--- src/rtl/pair_pkg.sv ---
package pair_pkg;
    localparam int INST_W   = 32;
    localparam int REG_W    = 5;
    localparam int NUM_VC   = 3;
    localparam int GRP_LOG2 = 3;
    localparam int GRP_W    = REG_W - GRP_LOG2;
    localparam int SLOTS    = 2;

    localparam logic [5:0] OP_COP = 6'b010010;
    localparam logic [5:0] OP_VLD = 6'b110010;
    localparam logic [5:0] OP_VST = 6'b111010;

    localparam logic [4:0] MV_FROM_V  = 5'b00000;
    localparam logic [4:0] MV_FROM_C  = 5'b00010;
    localparam logic [4:0] MV_TO_V    = 5'b00100;
    localparam logic [4:0] MV_TO_C    = 5'b00110;

    localparam logic [3:0] KIND_XPOSE = 4'b1011;
    localparam logic [3:0] KIND_WRAP  = 4'b1010;

    localparam logic [2:0] GRP_ARITH  = 3'b000;
    localparam logic [2:0] GRP_CMP    = 3'b001;
    localparam logic [2:0] GRP_MERGE  = 3'b010;
    localparam logic [2:0] GRP_CLIP   = 3'b011;
    localparam logic [5:0] FN_NULL    = 6'b111000;

    typedef logic [REG_W-1:0]  vreg_t;
    typedef logic [NUM_VC-1:0] vcmask_t;

    typedef struct packed {
        logic    vop;
        logic    vnull;
        logic    vld;
        logic    vst;
        logic    ltv;
        logic    lwv;
        logic    mtv;
        logic    mfv;
        logic    mtc;
        logic    mfc;
        logic    xp;
        vreg_t   vt;
        vreg_t   vs;
        vreg_t   vd;
        vreg_t   mreg;
        vcmask_t vc_rd;
        vcmask_t vc_wr;
        vcmask_t cc_sel;
    } dec_t;

    typedef struct packed {
        logic             pend;
        logic             sav_xp;
        logic [SLOTS-1:0] issue;
        logic [SLOTS-1:0] xpose;
        logic             replay;
    } ctl_t;
endpackage

--- src/rtl/pair_decode.sv ---
module pair_decode
    import pair_pkg::*;
(
    input  logic [INST_W-1:0] inst_i,
    output dec_t              dec_o
);
    logic [5:0] opc;
    logic [4:0] sub;
    logic [3:0] kind;
    logic [5:0] fn;

    always_comb begin
        opc  = inst_i[INST_W-1 -: 6];
        sub  = inst_i[25:21];
        kind = inst_i[14:11];
        fn   = inst_i[5:0];

        dec_o    = '0;
        dec_o.xp = inst_i[31] && (kind == KIND_XPOSE);
        dec_o.vt = inst_i[20:16];
        dec_o.vs = inst_i[15:11];
        dec_o.vd = inst_i[10:6];

        if (opc == OP_COP && inst_i[25]) begin
            dec_o.vop   = 1'b1;
            dec_o.vnull = (fn == FN_NULL);
            unique case (fn[5:3])
                GRP_ARITH: dec_o.vc_rd = 3'b001;
                GRP_CMP:   dec_o.vc_wr = 3'b011;
                GRP_MERGE: dec_o.vc_rd = 3'b010;
                GRP_CLIP: begin
                    dec_o.vc_rd = 3'b111;
                    dec_o.vc_wr = 3'b011;
                end
                default: begin
                    dec_o.vc_rd = '0;
                    dec_o.vc_wr = '0;
                end
            endcase
        end else if (opc == OP_COP) begin
            dec_o.mreg = inst_i[15:11];
            unique case (sub)
                MV_FROM_V: dec_o.mfv = 1'b1;
                MV_FROM_C: dec_o.mfc = 1'b1;
                MV_TO_V:   dec_o.mtv = 1'b1;
                MV_TO_C:   dec_o.mtc = 1'b1;
                default:   dec_o.mfv = 1'b0;
            endcase
            for (int k = 0; k < NUM_VC; k++) begin
                dec_o.cc_sel[k] = (inst_i[15:11] == vreg_t'(k));
            end
        end else if (opc == OP_VLD) begin
            dec_o.vld  = 1'b1;
            dec_o.mreg = inst_i[20:16];
            dec_o.ltv  = (kind == KIND_XPOSE);
            dec_o.lwv  = (kind == KIND_WRAP);
        end else if (opc == OP_VST) begin
            dec_o.vst  = 1'b1;
            dec_o.mreg = inst_i[20:16];
        end
    end
endmodule

--- src/rtl/pair_rule.sv ---
module pair_rule
    import pair_pkg::*;
#(
    parameter bit VEC_FIRST = 1'b1
) (
    input  dec_t vec_i,
    input  dec_t other_i,
    output logic hit_o
);
    logic applies;
    logic reg_use;
    logic grp_use;
    logic h_load, h_mtv, h_mfv, h_xpose, h_ctl_rd, h_flag_wr, h_mem;
    logic unused_fields;

    assign unused_fields = ^{vec_i, other_i};

    always_comb begin
        applies = vec_i.vop && !vec_i.vnull && !other_i.vop;

        reg_use = (other_i.mreg == vec_i.vs) ||
                  (other_i.mreg == vec_i.vt) ||
                  (other_i.mreg == vec_i.vd);

        grp_use = (other_i.mreg[REG_W-1 -: GRP_W] == vec_i.vs[REG_W-1 -: GRP_W]) ||
                  (other_i.mreg[REG_W-1 -: GRP_W] == vec_i.vt[REG_W-1 -: GRP_W]) ||
                  (other_i.mreg[REG_W-1 -: GRP_W] == vec_i.vd[REG_W-1 -: GRP_W]);

        h_load    = other_i.vld && !other_i.ltv && reg_use;
        h_mtv     = other_i.mtv && reg_use;
        h_mfv     = other_i.mfv && (other_i.mreg == vec_i.vd);
        h_xpose   = other_i.ltv && grp_use;
        h_ctl_rd  = other_i.mtc && |(other_i.cc_sel & vec_i.vc_rd);
        h_flag_wr = VEC_FIRST && (other_i.mfc || other_i.mtc) &&
                    |(other_i.cc_sel & vec_i.vc_wr);
        h_mem     = other_i.vst || other_i.lwv;

        hit_o = applies && (h_load || h_mtv || h_mfv || h_xpose ||
                            h_ctl_rd || h_flag_wr || h_mem);
    end
endmodule

--- src/rtl/pair_hazard.sv ---
module pair_hazard
    import pair_pkg::*;
(
    input  dec_t             fst_i,
    input  dec_t             snd_i,
    input  logic [SLOTS-1:0] vld_i,
    output logic             conflict_o
);
    logic hit_vec_fst;
    logic hit_vec_snd;
    logic same_class;

    pair_rule #(.VEC_FIRST(1'b1)) u_vec_fst (
        .vec_i   (fst_i),
        .other_i (snd_i),
        .hit_o   (hit_vec_fst)
    );

    pair_rule #(.VEC_FIRST(1'b0)) u_vec_snd (
        .vec_i   (snd_i),
        .other_i (fst_i),
        .hit_o   (hit_vec_snd)
    );

    always_comb begin
        same_class = (fst_i.vop == snd_i.vop);
        conflict_o = (&vld_i) && (same_class || hit_vec_fst || hit_vec_snd);
    end
endmodule

--- src/rtl/pair_issue_ctl.sv ---
module pair_issue_ctl
    import pair_pkg::*;
(
    input  logic                   clk_i,
    input  logic                   rst_ni,
    input  logic [SLOTS*INST_W-1:0] fetch_i,
    input  logic [SLOTS-1:0]       slot_vld_i,
    input  logic                   stall_i,
    output logic [SLOTS-1:0]       issue_o,
    output logic [SLOTS-1:0]       xpose_o,
    output logic                   replay_o
);
    localparam int OLD = SLOTS - 1;
    localparam int YNG = 0;

    dec_t dec [SLOTS];
    logic pair_conflict;
    logic pend_w;
    ctl_t st_d, st_q;

    for (genvar g = 0; g < SLOTS; g++) begin : g_dec
        pair_decode u_dec (
            .inst_i (fetch_i[g*INST_W +: INST_W]),
            .dec_o  (dec[g])
        );
    end

    pair_hazard u_haz (
        .fst_i      (dec[OLD]),
        .snd_i      (dec[YNG]),
        .vld_i      (slot_vld_i),
        .conflict_o (pair_conflict)
    );

    always_comb begin
        st_d        = st_q;
        st_d.issue  = '0;
        st_d.xpose  = '0;
        st_d.replay = 1'b0;
        if (stall_i) begin
            st_d.pend   = st_q.pend;
            st_d.sav_xp = st_q.sav_xp;
        end else if (st_q.pend) begin
            st_d.issue[YNG] = 1'b1;
            st_d.xpose[YNG] = st_q.sav_xp;
            st_d.replay     = 1'b1;
            st_d.pend       = 1'b0;
        end else begin
            st_d.issue[OLD] = slot_vld_i[OLD];
            st_d.issue[YNG] = slot_vld_i[YNG] && !pair_conflict;
            st_d.xpose[OLD] = slot_vld_i[OLD] && dec[OLD].xp;
            st_d.xpose[YNG] = st_d.issue[YNG] && dec[YNG].xp;
            st_d.pend       = pair_conflict;
            st_d.sav_xp     = dec[YNG].xp;
        end
    end

    always_ff @(posedge clk_i or negedge rst_ni) begin
        if (!rst_ni) begin
            st_q <= '0;
        end else begin
            st_q <= st_d;
        end
    end

    assign issue_o  = st_q.issue;
    assign xpose_o  = st_q.xpose;
    assign replay_o = st_q.replay;
    assign pend_w   = st_q.pend;
endmodule

--- config.mk ---
export PLATFORM = sky130hd
export DESIGN_NAME = pair_issue_ctl
export DESIGN_NICKNAME = d
export VERILOG_FILES = /design/src/rtl/pair_pkg.sv /design/src/rtl/pair_decode.sv /design/src/rtl/pair_rule.sv /design/src/rtl/pair_hazard.sv /design/src/rtl/pair_issue_ctl.sv
export SDC_FILE = /design/constraint.sdc
export NUM_CORES = 1
export LEC_CHECK = 0
export ABC_AREA = 1
export BUFFER_PORTS_ARGS = -buffer_cell sky130_fd_sc_hd__buf_2
export CAP_MARGIN = 10
export CORE_UTILIZATION = 52
export DETAILED_ROUTE_END_ITERATION = 10
export PLACE_DENSITY = 0.82
export SYNTH_ARGS = -nofsm -noshare
export SYNTH_HDL_FRONTEND = slang
export SYNTH_HIERARCHICAL = 1
export SYNTH_SLANG_ARGS = --single-unit
--- constraint.sdc ---
create_clock -name clk_i -period 1.1 [get_ports clk_i]
set_clock_uncertainty 0.2 [all_clocks]
set_input_delay 0.11 -clock clk_i [delete_from_list [all_inputs] [get_ports clk_i]]
set_output_delay 0.11 -clock clk_i [all_outputs]
set_load 0.005 [all_outputs]
---- Yosys cells after proc, flatten, opt, wreduce, memory -nomap -nowiden ----
Index checks and enable logic that the tools add are counted.
storage, ports and cells
  input port bits ......................... 69
  word-level logic and storage cells ...... 171
  flip-flop bits (word level) ............. 7
cells by class
  reductions and logical operators ........ 71
  eq/ne operators ......................... 41
  bitwise operators ....................... 5
  mux-type cells .......................... 49
operator list
  kind                                                 number
  two-way mux 5 bit                                    9
  equality test 6 bit, second input constant           6
  equality test 5 bit                                  6
  logical AND 1 bit                                    27
  logical OR 1 bit                                     24
  equality test 5 x 2 -> 1 bit, second input constant  4
  equality test 5 x 3 -> 1 bit, second input constant  4
  zero test 5 bit                                      4
  two-way mux 1 bit                                    20
  one-hot mux 3 bit (3 select lines)                   2
  equality test 4 bit, second input constant           4
  two-way mux 4 bit                                    4
  two-way mux 8 bit                                    2
  equality test 2 bit                                  6
  equality test 3 x 2 -> 1 bit, second input constant  4
  equality test 6 x 5 -> 1 bit, second input constant  2
  two-way mux 2 bit                                    6
  two-way mux 3 bit                                    4
  two-way mux 6 bit                                    2
  equality test 5 x 1 -> 1 bit, second input constant  2
  bitwise AND 3 bit                                    3
  OR reduction 3 bit                                   3
  zero test 1 bit                                      7
  equality test 3 x 1 -> 1 bit, second input constant  2
  other kinds (5)                                      9

---- Depth between registers and ports, before layout ----
Gate-level depths: netlist of run 1.
  word-level depth ........................ 24
  mapped depth ............................ 24
  depth with buffers taken out ............ 24

---- Hierarchy ----
Netlist of run 1, hierarchy kept.
by module, submodules not included
  module                        area an instance (um^2)  cells each  times used  seq. area each (um^2)
  pair_decode                   563.0                    96          2           0.0
  pair_rule at u_haz.u_vec_fst  406.6                    92          1           0.0
  pair_rule at u_haz.u_vec_snd  369.1                    82          1           0.0
  pair_issue_ctl                285.3                    30          1           175.2
  pair_hazard                   41.3                     10          1           0.0

---- Worst setup path before layout of run 1 ----
Ideal clock, no wire load.
  path kind ............................... input-to-reg
  start ................................... in fetch_i[30]
  end ..................................... reg st_q, in the netlist xpose_o[0]
  library setup time ...................... 65 ps
  path buffers ............................ 0
  setup slack ............................. -946 ps
  data required time ...................... 835 ps
  data arrival time ....................... 1,781 ps
  cell stages on the path ................. 24
  cell sequence ........................... inv_2 -> nor2_4 -> nand2_2 -> nor2_8 -> nand2_4 -> o21ai_2 -> inv_1 -> nand2_1 -> nand2_1 -> nand2_1 -> nor2_1 -> nand2_1 -> nand2_1 -> nand2_1 -> nand3_1 -> nand2_1 -> inv_1 -> nor2_2 -> nand3_1 -> nand2_1 -> inv_1 -> nor2_1 -> nand3_1 -> nand2_1
RTL lines
  element               RTL line              RTL
  from (decl)           pair_issue_ctl.sv:6   input logic [SLOTS*INST_W-1:0] fetch_i,
  to (signal assigned)  pair_issue_ctl.sv:62  st_q <= st_d;
  to (decl)             pair_issue_ctl.sv:19  ctl_t st_d, st_q;

==> impl_results.md, run 1 <==
* Status: finished, violations left
* Failing checks: negative hold slack, negative setup slack
* First-pass GRT wire length at 10.8 mm
* Slew Viols, Final at 0
* Die X at 67.0 um
* PwrDens at 429 mW/mm^2
* Largest fanout on the critical path at 5
* Max Root-Sink Buffers at 2
* Fillers at 262
* Layout cells sized above 1 at 47.7%
* Worst setup EP type: register
* Arrival @ worst endpoint at 2.31 ns
* ANT cells at 0
* Max incr delay on CP at 0.21 ns
* Non-Filler Instances at 572
* Nets at 592
* Die area at 0.00449 sq mm
* Crit Path Class: in -> reg
* Largest net degree at the start of global routing at 8
* Syn nets at 469
* Max_cap viols at 0
* Final setup violation count at 5
* RSZ-0062 raised after global routing: yes
* Root buffer cell: clkbuf_8
* Achievable Freq at 0.426 GHz
* Syn. warnings at 6
* CTS tree: yes
* Top cell family by delay on the critical path: simple AND/OR/NAND/NOR gates
* GRT overflow at 0
* Startpoint types: primary input
* IO buf count at 73
* Mean Syn Cell Area at 5.50 sq um
* Hold WC Path Type: in -> reg
* Leakage at 1.91 nW
* Number of global-route vias before repair at 2542
* Max VDD drop at 0.399 mV
* Rows at 23
* Post-route minimum period at 2.35 ns
* Vias at 3070
* Clk sinks at 7
* Antenna-violating nets left at 0
* Setup TNS at -3.78 ns
* Die H at 67.0 um
* Final cycle utilization of the critical path at 213%
* Crit path buf inv count at 5
* CTS Buf Count at 3
* Slowest cell on the critical path: o21ai_4
* Core Footprint at 0.00403 sq mm
* Final core occ at 80.5%
* Area Growth Syn to Fin at 47.5%
* Gate Count Post-Synth at 400
* DPL Wire Length at 5.29 mm
* Worst path most repeated cell: nand2_1
* GRT Overall Usage at 31.6%
* CTS clk-pin slew, worst paths at 0.04 ns
* Routed len/inst at 14.5 um
* DR pass1 iterations at 6
* Critical Path RT at 1.07 ns
* Synth Cell Area at 0.00220 sq mm
* CP cell instances: buf_2, nor2_4, nand2_4, nor2_8, nand2_4, o21ai_4, inv_2, nand2_1, nand2_1, nand2_1, inv_1, nand2_1, nand2_1, nand2_1, nand3_1, nand2_1, inv_1, nor2_2, nand3_1, nand2_1, inv_2, nor2_4, nand3_2, nand2_1
* Initial antenna violation count at 0
* Worst hold slack at -0.0354 ns
* CTS HTree Levels at 1
* Final hold vios at 1
* IO Pins at 74
* Starting density of the core at 54.6%
* Vias per cell at 5.37
* Post-Route WL at 8.31 mm
* Setup ws final at -1.25 ns
* Pre-CTS setup slack at -1.36 ns
* Cells after DPL at 555
* Residual DRC at 0
* Skew-Pair Late Insertion Delay at 0.23 ns
* First DRT Iteration DRCs at 421
* RePlAce Congestion at 0.972
## where the power goes
group,internal (mW),switching (mW),leakage [nW]
registers,0.270,0.00768,0.0945
clock network,0.251,0.114,0.0228
logic,0.342,0.408,1.79
total,0.863,0.530,1.91
## metal layers
layer,global-route usage (%),wire (um)
met4,13.8,408
met3,4.79,762
met2,56.8,4070
met5,0,0
met1,36.2,3070
## worst register-to-register path, stage by stage, from the launching register on
cell,delay (ns)
dfrtp_1,0.44
nor2_1,0.29
and3_1,0.23
## timing repair
item,in CTS,in global routing
pin swaps,18,14
resized for setup,15,38
setup buffers,3,7
hold buffers,3,0
hold endpoints to repair,12,0
endpoints found under the setup margin,3,6
## state kept, by name, indices dropped and copies added (netlist names)
name and flops:
issue_o 2, pend_w 1, replay_o 1, st_q 1, xpose_o 2
## final cells by class
type | instances | area [sq um] | area share [%]
multi-input cells | 284 | 1650 | 51.0
flip-flops and latches | 7 | 175 | 5.40
inverters | 72 | 282 | 8.68
clock buffers | 4 | 45.0 | 1.39
well taps | 50 | 62.6 | 1.93
repair buffers | 155 | 1020 | 31.6
## per-stage QoR
stage               instance area (sq um)  power (mW)
detailed placement                   2900       0.913
floorplan                            2240       0.638
CTS                                  3040        1.31
global route                         3240        1.47
finish                               3240        1.39
global placement                     2900       0.896
## placed cells by master, fill, tap and decap left out, types with 2 or more instances in the layout
| cell | n |
|---|---|
| a21oi_2 | 3 |
| a21oi_4 | 3 |
| buf_2 | 69 |
| buf_4 | 78 |
| buf_6 | 4 |
| clkbuf_8 | 3 |
| dfrtp_1 | 7 |
| dlygate4sd3_1 | 2 |
| inv_1 | 53 |
| inv_2 | 15 |
| inv_4 | 2 |
| nand2_1 | 118 |
| nand2_2 | 14 |
| nand2_4 | 7 |
| nand3_1 | 17 |
| nand3_2 | 6 |
| nand4_1 | 8 |
| nor2_1 | 36 |
| nor2_2 | 11 |
| nor2_4 | 9 |
| nor2_8 | 2 |
| nor3_1 | 10 |
| nor3_2 | 4 |
| nor3b_2 | 2 |
| o21ai_4 | 6 |
| or2_2 | 6 |
| xnor2_1 | 7 |
| xor2_1 | 6 |
## final timing paths
path	start	endpoint	slack (ns)	cells past startpoint
min in group asynchronous	rst_ni	replay_o	0.09	2
max in group asynchronous	rst_ni	pend_w	0.45	2
max reg2reg	pend_w	xpose_o[1]	-0.12	2
min reg2reg	st_q[5]	xpose_o[0]	0.28	2
min	stall_i	st_q[5]	-0.04	3
max	fetch_i[63]	xpose_o[0]	-1.25	24
Note: power is estimated with default switching activity, not from simulation.
==> inputs of run 2 (changes only) <==
Settings changed: GPL_TIMING_DRIVEN set to 0, HOLD_SLACK_MARGIN set to 0.02.
==> run 2 against run 1 <==
The run ends with negative setup slack left. Non-clock buffer count fell by 26. Critical path depth fell by 2. Core utilization fell by 1.9 points. Sequential cell count did not move. Hold slack improved by 0.052 ns. Register-to-register slack improved by 0.10 ns. Total power fell by 4.6%. Largest cell class unchanged. Highest routed layer unchanged.
==> impl_results.md, run 2 (synthesis results as in run 1) <==
* Status: finished, violations left
* Failing checks: negative setup slack
* GRT Overall Usage at 26.3%
* Storage cell area at 175 sq um
* Final cycle utilization of the critical path at 201%
* Starting density of the core at 54.6%
* Worst setup EP type: register
* Post-Route WL at 6.89 mm
* Layout cells sized above 1 at 46.4%
* IO Pins at 74
* Fillers at 296
* CTS HTree Levels at 1
* Crit path buf inv count at 5
* Critical Path RT at 1.05 ns
* Max Root-Sink Buffers at 2
* Final core occ at 78.6%
* Final hold vios at 0
* First DRT Iteration DRCs at 280
* Startpoint types: primary input
* Max_cap viols at 0
* Sw power at 0.486 mW
* Sequential power share at 21.0%
* Area of the multi-input gates at 0.00168 sq mm
* First-pass GRT wire length at 9.10 mm
* Arrival @ worst endpoint at 2.16 ns
* Non-Filler Instances at 546
* DR pass1 iterations at 5
* CTS Buf Count at 3
* PwrDens at 419 mW/mm^2
* Die X at 67.0 um
* Final setup violation count at 4
* R2R Setup Slk at -0.02 ns
* ANT cells at 0
* Initial antenna violation count at 0
* Largest fanout on the critical path at 3
* Vias at 2734
* Largest net degree at the start of global routing at 9
* Sw Ratio at 36.6%
* Max VDD drop at 0.471 mV
* Setup ws final at -1.11 ns
* Area Growth Syn to Fin at 44.1%
* CP cell instances: buf_6, inv_4, nand4_1, nor2_2, nand3_2, nor2_4, inv_2, nand2_2, nand3b_1, nand3_1, nand2_1, nand2_1, nand3_1, nand2_1, inv_2, nor2_2, nand3_1, nand2_1, inv_2, nor2_4, nor2_1, nor2_1
* Clk sinks at 7
* DPL Wire Length at 4.55 mm
* Internal at 0.842 mW
* Rows at 23
* Max incr delay on CP at 0.26 ns
* Clock power share at 26.5%
* Die H at 67.0 um
* Slowest cell on the critical path: nor2_2
* Achievable Freq at 0.452 GHz
* IO buf count at 63
* Leakage at 1.80 nW
* Nets at 566
* Slew Viols, Final at 0
* CTS tree: yes
* Post-route minimum period at 2.21 ns
* RePlAce Congestion at 0.914
* Residual DRC at 0
* Crit Path Class: in -> reg
* Vias per cell at 5.01
* Skew-Pair Late Insertion Delay at 0.22 ns
* Cells after DPL at 513
* Gate power share at 52.4%
* Hold WC Path Type: in -> reg
* Commonest non-fill, non-tap cell in the layout: nand2_1
* GRT overflow at 0
* Most frequent cells in the layout: nand2_1, buf_4, buf_2, inv_1, nor2_1
* Routed len/inst at 12.6 um
* CTS clk-pin slew, worst paths at 0.04 ns
* Worst path most repeated cell: nand2_1
* Antenna-violating nets left at 0
* Die area at 0.00449 sq mm
* RSZ-0062 raised after global routing: yes
* Core Footprint at 0.00403 sq mm
* Number of global-route vias before repair at 2239
* Root buffer cell: clkbuf_8
* Top cell family by delay on the critical path: simple AND/OR/NAND/NOR gates
run 2: changes by cell type in the layout (fill, tap and decap cells not counted), moves of 4 or more:
| cell | change |
|---|---|
| buf_6 | +7 |
| buf_4 | -17 |
| nand2_1 | -4 |
| nand2_2 | +4 |
| buf_2 | -17 |
run 2: final timing paths:
kind | start | end | cells past startpoint
min in group asynchronous | rst_ni | pend_w | 2
hold / removal | stall_i | st_q[5] | 3
hold reg to reg | st_q[5] | xpose_o[0] | 2
setup / recovery | fetch_i[58] | issue_o[0] | 22
max in group asynchronous | rst_ni | xpose_o[0] | 2
setup reg to reg | pend_w | xpose_o[1] | 2
run 2: stage by stage:
step	cell area, sq um	hold slack [ns]	TNS (ns)	power [mW]	setup WS (ns)
6_report	3170	0.0170	-3.28	1.33	-1.11
5_1_grt	3170	0.0528	-3.92	1.42	-1.29
4_1_cts	2910	-0.0405	-2.97	1.26	-1.02
3_5_place_dp	2610	-0.251	-3.92	0.851	-1.34
3_3_place_gp	2610	-0.256	-3.90	0.842	-1.34
2_1_floorplan	2240	-0.386	-2.62	0.638	-0.903
run 2: power groups by stage:
stage	clock network, mW	registers, mW	logic [mW]
detailed placement	0	0.279	0.572
CTS	0.364	0.278	0.621
global placement	0	0.280	0.563
finish	0.352	0.279	0.696
global route	0.383	0.280	0.753
floorplan	0	0.279	0.359
run 2: worst reg2reg max path: stages, from the launching register on:
cell and delay (ns):
dfrtp_1 0.43, nor2_1 0.23, and3_1 0.19
run 2: what timing repair did:
item	in CTS	in global routing
endpoints found under the hold margin	12	0
hold buffers	3	0
gates cloned	0	0
endpoints found under the setup margin	7	6
pin swaps	19	46
setup buffers	15	15
resized for setup	31	42
run 2: cell type report:
class / count / area share (%)
multi-input combinational: 284 / 53.0
timing repair buffer: 96 / 20.8
inverter: 72 / 9.32
buffer: 33 / 7.94
sequential: 7 / 5.53
tap: 50 / 1.98
clock buffer: 4 / 1.42
run 2: layer usage:
layer / GRT usage (%) / routed length [um] / up-vias
met4: 8.24 / 206 / 0
met3: 3.08 / 465 / 29
met1: 32.5 / 2690 / 1212
li1: - / - / 1366
met5: 0 / 0 / -
met2: 46.5 / 3530 / 127
==> inputs of run 3 (changes only) <==
Settings changed: PLACE_DENSITY 0.82 to not set, PLACE_DENSITY_LB_ADDON set to 0.12.
==> run 3 against run 2 <==
The run ends with negative hold slack, negative setup slack left. Core utilization down 3.7 points. Largest cell class unchanged. Maximum frequency up 3.0%. First-iteration DRC count down 41%. Sequential power about the same. Global-route usage up 0.66 points. Sequential cell count unchanged. Clock power up 5%. Cell area down 4.7%. Critical path type unchanged.
==> impl_results.md, run 3 (synthesis results as in run 1) <==
* Achievable Freq at 0.466 GHz
* Worst hold slack at -0.0252 ns
* CTS tree: yes
* Largest fanout on the critical path at 4
* Vias per cell at 4.94
* Non-Filler Instances at 532
* Routed len/inst at 11.8 um
* Final hold vios at 1
* Max VDD drop at 0.306 mV
* RePlAce Congestion at 0.855
* Cells after DPL at 513
* Post-route minimum period at 2.15 ns
* Setup TNS at -3.08 ns
* Rows at 23
* Hold WC Path Type: in -> reg
* Crit Path Class: in -> reg
* Failing checks: negative hold slack, negative setup slack
* Leakage at 1.75 nW
* Most frequent cells in the layout: nand2_1, buf_2, inv_1, buf_4, nor2_1
* First-pass GRT wire length at 9.32 mm
* Startpoint types: primary input
* CTS Buf Count at 3
* Antenna-violating nets left at 0
* GRT overflow at 0
* CP cell instances: buf_2, inv_2, nand4_1, nor2_2, nand2_2, o21ai_4, inv_2, nand2_1, nand2_1, nand2_2, nand2_2, a21oi_2, nand3_2, nand2_1, inv_1, nor2_2, nand3_1, nand2_1, inv_2, nor2_4, nand3_1, nand2_1
* Worst setup EP type: register
* Max_cap viols at 0
* Skew-Pair Late Insertion Delay at 0.23 ns
* First DRT Iteration DRCs at 166
* CTS clk-pin slew, worst paths at 0.04 ns
* Die area at 0.00449 sq mm
* Sequential power share at 21.1%
* DPL Wire Length at 4.69 mm
* Die X at 67.0 um
* Residual DRC at 0
* Max Root-Sink Buffers at 2
* IO buf count at 63
* Top cell family by delay on the critical path: simple AND/OR/NAND/NOR gates
* Slowest cell on the critical path: nor2_2
* Clk sinks at 7
* Die H at 67.0 um
* Gate power share at 50.8%
* Area Growth Syn to Fin at 37.2%
* Final cycle utilization of the critical path at 195%
* IO Pins at 74
* CTS Hold Bufs at 3
* Arrival @ worst endpoint at 2.11 ns
* Final setup violation count at 3
* Status: finished, violations left
* Nets at 552
* Core Footprint at 0.00403 sq mm
* Sw Ratio at 36.7%
* PwrDens at 437 mW/mm^2
* GRT Overall Usage at 27.0%
* Total chip power at 1.32 mW
* Root buffer cell: clkbuf_8
* Starting density of the core at 54.6%
* Final core occ at 74.9%
* Number of global-route vias before repair at 2268
* Slew Viols, Final at 0
* Commonest non-fill, non-tap cell in the layout: nand2_1
* Max incr delay on CP at 0.24 ns
* Internal at 0.835 mW
* Clock power share at 28.1%
* CTS HTree Levels at 1
* Vias at 2629
* RSZ-0062 raised after global routing: yes
* Worst path most repeated cell: nand2_1
* Largest net degree at the start of global routing at 9
* Post-Route WL at 6.26 mm
* Crit path buf inv count at 5
* Layout cells sized above 1 at 44.4%
* Sw power at 0.484 mW
* Critical Path RT at 1.07 ns
* Fillers at 330
* DR pass1 iterations at 6
* ANT cells at 0
* Initial antenna violation count at 0
* Setup ws final at -1.05 ns
## run 3: changes by cell type in the layout (fill, tap and decap cells not counted), sizes merged
cell / previous run / this run
inv: 71 / 70
clkinv: 1 / 2
buf: 126 / 112
## run 3: final timing paths
kind / start / endpoint / slack [ns] / cells after the start
hold reg to reg: st_q[5] / xpose_o[0] / 0.30 / 2
max in group asynchronous: rst_ni / st_q[5] / 0.51 / 2
setup / recovery: fetch_i[58] / xpose_o[0] / -1.05 / 22
min in group asynchronous: rst_ni / pend_w / 0.04 / 2
setup reg to reg: pend_w / xpose_o[1] / 0.06 / 2
hold / removal: stall_i / st_q[5] / -0.03 / 3
## run 3: through the flow
stage | worst slack [ns] | area [sq um] | hold WS, ns
finish | -1.05 | 3020 | -0.0252
global placement | -1.37 | 2610 | -0.255
CTS | -1.00 | 2840 | -0.0336
detailed placement | -1.40 | 2610 | -0.250
floorplan | -0.903 | 2240 | -0.386
global route | -1.23 | 3020 | 0.0101
## run 3: timing repair
| action | in CTS | in global routing |
|---|---|---|
| pin swaps | 26 | 28 |
| endpoints found under the setup margin | 7 | 4 |
| endpoints found under the hold margin | 12 | 1 |
| resized for setup | 28 | 42 |
| setup buffers | 10 | 7 |
## run 3: area by class of cell
cell class                 instances  area, sq um  area share (%)
buffer                            33          251            8.34
multi-input combinational        284         1650            54.7
inverter                          72          290            9.62
tap                               50         62.6            2.07
sequential                         7          175            5.81
timing repair buffer              82          542            18.0
clock buffer                       4         45.0            1.49
## run 3: tightest hold or removal path: cells and delay by family
family / cells / cell delay (ns)
and+or+nand+nor: 1 / 0.06
AOI/OAI and AO/OA: 1 / 0.09
buffers and inverters: 1 / 0.10
## run 3: power groups by stage
stage                     Clock [mW]  Sequential, mW  Combinational [mW]
after CTS                      0.363           0.279               0.614
after detailed placement           0           0.280               0.572
after global routing           0.383           0.279               0.731
after global placement             0           0.280               0.562
final                          0.370           0.278               0.670
after floorplan                    0           0.279               0.359
## run 3: layer usage
metal  global-route usage (%)  vias to the layer above  part of all wire [%]
met3                     2.91                       12                   5.6
met5                        0                        -                     0
met2                     49.6                       94                    52
met1                     31.5                     1184                    41
li1                         -                     1339                     -
met4                     9.31                        0                   1.2
